[config.mk]
export PLATFORM = sky130hd
export DESIGN_NAME = mxds_bus_master
export DESIGN_NICKNAME = d
export VERILOG_FILES = /design/src/rtl/mxds_pkg.sv /design/src/rtl/mxds_seq.sv /design/src/rtl/mxds_pad.sv /design/src/rtl/mxds_bus_master.sv
export SDC_FILE = /design/constraint.sdc
export NUM_CORES = 1
export LEC_CHECK = 0
export BUFFER_PORTS_ARGS = -buffer_cell sky130_fd_sc_hd__buf_2
export CAP_MARGIN = 25
export CORE_MARGIN = 8
export CORE_UTILIZATION = 46
export CTS_CLUSTER_SIZE = 10
export DETAILED_ROUTE_END_ITERATION = 8
export GPL_ROUTABILITY_DRIVEN = 0
export PLACE_DENSITY = 0.75
export SLEW_MARGIN = 25
export SYNTH_ARGS = -nofsm -noshare
export SYNTH_HDL_FRONTEND = slang
export SYNTH_SLANG_ARGS = --single-unit
[constraint.sdc]
create_clock -name clk -period 2.5 [get_ports clk]
set_clock_uncertainty 0.1 [all_clocks]
set_input_delay 0.25 -clock clk [delete_from_list [all_inputs] [get_ports clk]]
set_output_delay 0.25 -clock clk [all_outputs]
set_load 0.05 [all_outputs]
[src/rtl/mxds_pkg.sv]
package mxds_pkg;
    typedef enum logic [2:0] {
        PH_IDLE = 3'd0,
        PH_ADDR = 3'd1,
        PH_TURN = 3'd2,
        PH_DATA = 3'd3,
        PH_HOLD = 3'd4
    } phase_e;
endpackage

[src/rtl/mxds_seq.sv]
module mxds_seq
    import mxds_pkg::*;
#(
    parameter int AS_CYC  = 2,
    parameter int GAP_CYC = 1,
    parameter int DS_CYC  = 3
) (
    input  logic   clk,
    input  logic   rst_n,
    input  logic   req_valid,
    input  logic   req_write,
    output logic   req_ready,
    output phase_e phase,
    output logic   is_write,
    output logic   cap_en,
    output logic   done
);
    localparam int LEN_MAX = (AS_CYC > GAP_CYC) ?
                             ((AS_CYC > DS_CYC) ? AS_CYC : DS_CYC) :
                             ((GAP_CYC > DS_CYC) ? GAP_CYC : DS_CYC);
    localparam int CNT_W   = (LEN_MAX > 1) ? $clog2(LEN_MAX) : 1;

    typedef struct packed {
        phase_e           phase;
        logic [CNT_W-1:0] cnt;
        logic             wr;
        logic             done;
    } seq_t;

    seq_t q, d;
    logic last;

    assign last = (q.cnt == '0);

    always_comb begin
        d      = q;
        d.done = 1'b0;
        cap_en = 1'b0;
        case (q.phase)
            PH_IDLE: begin
                if (req_valid) begin
                    d.phase = PH_ADDR;
                    d.cnt   = CNT_W'(AS_CYC - 1);
                    d.wr    = req_write;
                end
            end
            PH_ADDR: begin
                if (last) begin
                    d.phase = PH_TURN;
                    d.cnt   = CNT_W'(GAP_CYC - 1);
                end else begin
                    d.cnt = q.cnt - 1'b1;
                end
            end
            PH_TURN: begin
                if (last) begin
                    d.phase = PH_DATA;
                    d.cnt   = CNT_W'(DS_CYC - 1);
                end else begin
                    d.cnt = q.cnt - 1'b1;
                end
            end
            PH_DATA: begin
                if (last) begin
                    if (q.wr) begin
                        d.phase = PH_HOLD;
                    end else begin
                        d.phase = PH_IDLE;
                        d.done  = 1'b1;
                        cap_en  = 1'b1;
                    end
                end else begin
                    d.cnt = q.cnt - 1'b1;
                end
            end
            PH_HOLD: begin
                d.phase = PH_IDLE;
                d.done  = 1'b1;
            end
            default: d.phase = PH_IDLE;
        endcase
    end

    always_ff @(posedge clk or negedge rst_n) begin
        if (!rst_n) begin
            q <= '{phase: PH_IDLE, cnt: '0, wr: 1'b0, done: 1'b0};
        end else begin
            q <= d;
        end
    end

    assign req_ready = (q.phase == PH_IDLE);
    assign phase     = q.phase;
    assign is_write  = q.wr;
    assign done      = q.done;
endmodule

[src/rtl/mxds_pad.sv]
module mxds_pad
    import mxds_pkg::*;
#(
    parameter int BUS_W = 16
) (
    input  logic             clk,
    input  logic             rst_n,
    input  logic             accept,
    input  logic [BUS_W-1:0] req_addr,
    input  logic [BUS_W-1:0] req_wdata,
    input  phase_e           phase,
    input  logic             is_write,
    input  logic             cap_en,
    input  logic [BUS_W-1:0] bus_in,
    output logic [BUS_W-1:0] bus_out,
    output logic             bus_oe,
    output logic             as_n,
    output logic             ds_n,
    output logic             rnw,
    output logic [BUS_W-1:0] rdata
);
    typedef struct packed {
        logic [BUS_W-1:0] addr;
        logic [BUS_W-1:0] wdat;
        logic [BUS_W-1:0] rdat;
    } pad_t;

    pad_t q, d;
    logic in_addr, wr_drive;

    always_comb begin
        d = q;
        if (accept) begin
            d.addr = req_addr;
            d.wdat = req_wdata;
        end
        if (cap_en) begin
            d.rdat = bus_in;
        end
    end

    always_ff @(posedge clk or negedge rst_n) begin
        if (!rst_n) begin
            q <= '0;
        end else begin
            q <= d;
        end
    end

    assign in_addr  = (phase == PH_ADDR);
    assign wr_drive = is_write && ((phase == PH_TURN) || (phase == PH_DATA) ||
                                   (phase == PH_HOLD));

    always_comb begin
        as_n    = !in_addr;
        ds_n    = (phase != PH_DATA);
        rnw     = (phase == PH_IDLE) ? 1'b1 : !is_write;
        bus_oe  = in_addr || wr_drive;
        bus_out = in_addr ? q.addr : (wr_drive ? q.wdat : '0);
    end

    assign rdata = q.rdat;
endmodule

[src/rtl/mxds_bus_master.sv]
module mxds_bus_master
    import mxds_pkg::*;
#(
    parameter int BUS_W   = 16,
    parameter int AS_CYC  = 2,
    parameter int GAP_CYC = 1,
    parameter int DS_CYC  = 3
) (
    input  logic             clk,
    input  logic             rst_n,
    input  logic             req_valid,
    input  logic             req_write,
    input  logic [BUS_W-1:0] req_addr,
    input  logic [BUS_W-1:0] req_wdata,
    output logic             req_ready,
    output logic             rsp_done,
    output logic [BUS_W-1:0] rsp_rdata,
    output logic [BUS_W-1:0] bus_out,
    output logic             bus_oe,
    input  logic [BUS_W-1:0] bus_in,
    output logic             as_n,
    output logic             ds_n,
    output logic             rnw
);
    phase_e phase;
    logic   is_write, cap_en, ready_w;

    mxds_seq #(
        .AS_CYC (AS_CYC),
        .GAP_CYC(GAP_CYC),
        .DS_CYC (DS_CYC)
    ) u_seq (
        .clk      (clk),
        .rst_n    (rst_n),
        .req_valid(req_valid),
        .req_write(req_write),
        .req_ready(ready_w),
        .phase    (phase),
        .is_write (is_write),
        .cap_en   (cap_en),
        .done     (rsp_done)
    );

    mxds_pad #(
        .BUS_W(BUS_W)
    ) u_pad (
        .clk      (clk),
        .rst_n    (rst_n),
        .accept   (req_valid && ready_w),
        .req_addr (req_addr),
        .req_wdata(req_wdata),
        .phase    (phase),
        .is_write (is_write),
        .cap_en   (cap_en),
        .bus_in   (bus_in),
        .bus_out  (bus_out),
        .bus_oe   (bus_oe),
        .as_n     (as_n),
        .ds_n     (ds_n),
        .rnw      (rnw),
        .rdata    (rsp_rdata)
    );

    assign req_ready = ready_w;
endmodule

==> results by group <==
Run status
  • Status: completed

Clocking
  • Sink Count: 55
  • Clock slew at reported path FFs: roughly 90 ps
  • CTS buffer count: 5
  • Worst skew pair latency: about 300 ps
  • Clock root cell: clkbuf_8
  • CTS tree: built
  • Max clock buf depth: 2
  • H-tree depth: 2

Synthesis
  • #FFs+latches synth: 55
  • Xor and xnor area share after synthesis: less than 1%
  • Area leader, netlist: dfrtp_1
  • Post-Syn Nets: about 240
  • Largest family of logic cells by synthesized area: multiplexers
  • Commonest cells post-synth: dfrtp_1 (55), mux2_2 (40), buf_4 (18)
  • Ys flop type: dfrtp_1
  • Dominant cell by count in the synthesized netlist: dfrtp_1
  • Synth cell types: 29
  • Compound-Gate Fraction of Synth Area: ~8.2%
  • Post-synthesis adder-cell area fraction: about 1.5%
  • Synth top area cells: dfrtp_1 (54%), mux2_2 (18%), a22o_1 (5.5%), buf_4 (5.3%), mux2_4 (5.3%)
  • Post-Syn Area: between 2000 and 3000 sq um
  • Mux share of post-synthesis cell area: a little under a quarter
  • Post-synth ARST share: 100%
  • Mean post-synth cell area: between 10 and 15 sq um
  • Simple-gate portion of the synthesized area: 4.82%
  • Seq/Total Area, Yosys: between 50% and 60%
  • Synth top area share: between 50% and 60%
  • Post-synth EDFFs: 0
  • Post-Syn Instances: 187
  • Yosys Warn Count: 0

Timing
  • Setup-failing EPs final: 0
  • Post-layout minimum cycle time: 2340 ps
  • Total Neg Setup Slack: 0 ps
  • Final Hold Fails: 0
  • Fmax: about 0.43 GHz
  • Final count of pins violating max slew: 0
  • Slew headroom: 71.9%
  • RSZ-0062 raised after global routing: false
  • Worst-margin pin slew: approximately 420 ps
  • Final Cycle Share: between 90% and 100%

Die
  • Row count: 27
  • Die height: around 90 um
  • Core outline area: 5440 sq um
  • Num ports: 90
  • Area of the die: just over 8000 sq um
  • Initial Utilization: a little under half
  • Die width: 90.7 um

Routing
  • Routed len/inst: around 16 um
  • Via Count: approximately 1700
  • Final wirelength: between 5 and 6 mm
  • Final ANT Viol Nets: 0
  • DR iter-0 viols: 19
  • TritonRoute pass-1 iters: 2
  • Vias/cell: about 5
  • DRC: 0

Global route
  • First-pass GRT wire length: ~9.0 mm
  • Vias in the first global route: between 1500 and 2000
  • Grt ovf: 0
  • Largest net degree at the start of global routing: 34
  • Total track usage: between 10 and 15%
  • Initial antenna violation count: 0

Critical path
  • Worst path buffer plus inverter count: 2
  • Worst-path fanout max: 9
  • CP arrival: 1990 ps
  • Crit start category: flop
  • Worst path cell trace: nor3b_1, o21a_2, buf_4, a22o_1, buf_2
  • WP data required: ~2200 ps
  • Crit path max-delay cell type: dfrtp_1
  • CP peak stage delay: about 470 ps
  • Crit path max-delay family: flip-flops
  • WS Path Type: flop to output port
  • Crit. End Element: output port

Place
  • DP Wirelength: approximately 4.2 mm
  • Number of port buffers: between 80 and 90

Cells and area
  • Ant. Diodes: 0
  • Final Core Density: a little under three fifths
  • Fraction of layout cells with a size suffix above 1: 59.9%
  • Layout Nets: ~320
  • P&R area growth vs syn: 20.0%

Hold path
  • Hold WC Path Type: primary input to flop

Flow run
  • Max-cap violations: 0
-- metrics by stage --
stage	area, sq um	std cells	hold WS (ps)	setup slack [ps]
after detailed placement	2990	330	-48.3	364
after CTS	3080	339	60.7	14.9
after global placement	2990	330	-50.4	431
after global routing	3080	339	64.5	45.5
after floorplan	2570	187	-146	29.5
final	3080	339	72.4	158
-- placed cells by master, fill, tap and decap left out --
| master | count |
|---|---|
| inv_1 | 3 |
| clkbuf_8 | 5 |
| buf_4 | 6 |
| mux2_2 | 40 |
| ha_1 | 3 |
| and2b_2 | 1 |
| o22ai_1 | 1 |
| o21a_2 | 1 |
| buf_2 | 89 |
| clkinv_2 | 3 |
| a221oi_1 | 1 |
| mux2_4 | 9 |
| nand2_1 | 4 |
| dlygate4sd3_1 | 1 |
| dfrtp_1 | 55 |
| xor2_1 | 1 |
| nand2_4 | 1 |
| o21ai_0 | 4 |
| a22o_1 | 16 |
| and2_1 | 2 |
| a21oi_1 | 4 |
| nor3b_4 | 1 |
| nor3b_1 | 1 |
| mux2_1 | 1 |
| nor2_1 | 7 |
| buf_12 | 2 |
| nand3_1 | 1 |
| or2_1 | 1 |
| a311oi_1 | 1 |
| or2_2 | 2 |
-- registers in the layout (all words and copies together) (netlist names) --
name,count
u_pad.q,32
u_pad.rdata,16
u_seq.phase,3
u_seq.q,2
u_seq.done,1
u_seq.is_write,1
-- worst paths after layout --
path	from	to	slack, ps	cells past startpoint
setup / recovery	u_seq.phase[1]	bus_out[3]	160	5
hold / removal	bus_in[14]	u_pad.rdata[14]	70	2
setup reg to reg	u_seq.phase[1]	u_pad.rdata[3]	500	5
hold reg to reg	u_pad.rdata[15]	u_pad.rdata[15]	410	1
max in group asynchronous	rst_n	u_pad.q[36]	1620	3
min in group asynchronous	rst_n	u_pad.rdata[3]	160	2
-- worst register-to-register path: cells and delay by family, from the launching register on --
family	cells	cell delay, ps
and+or+nand+nor	3	760
muxes	1	340
buffers and inverters	1	210
DFF	1	480
-- what timing repair did --
item,in CTS,in global routing
resized for setup,0,1
setup buffers,0,0
endpoints found under the setup margin,0,9
hold buffers,1,0
endpoints found under the hold margin,55,0
-- logic make-up (layout without fill, tap and decap cells) --
kind of cell / count (synthesis) / count (layout)
DFF: 55 / 55
muxes: 50 / 50
and+or+nand+nor: 21 / 21
adders and majority gates: 3 / 3
AOI/OAI and AO/OA: 28 / 28
buffers and inverters: 29 / 109
xor gates and xnor gates: 1 / 1
-- metal layers --
| metal | vias to the layer above | track usage (%) | wire length, um |
|---|---|---|---|
| met2 | 40 | 24.7 | 2940 |
| met1 | 820 | 14.2 | 2040 |
| met4 | 0 | 4.16 | 52 |
| met5 | - | 0 | 0 |
| met3 | 4 | 3.91 | 314 |
| li1 | 804 | - | - |
-- cell type report --
| class | instances | area, sq um |
|---|---|---|
| clock buffer | 5 | 68.8 |
| clock inverter | 3 | 15.0 |
| fill | 467 | 2360 |
| inverter | 3 | 11.3 |
| multi-input combinational | 103 | 980 |
| sequential | 55 | 1380 |
| tap | 72 | 90.1 |
| timing repair buffer | 98 | 541 |
Power is left out: the tool's default activity adds up to more than one toggle a clock period on the data nets, which glitch-free logic cannot reach.
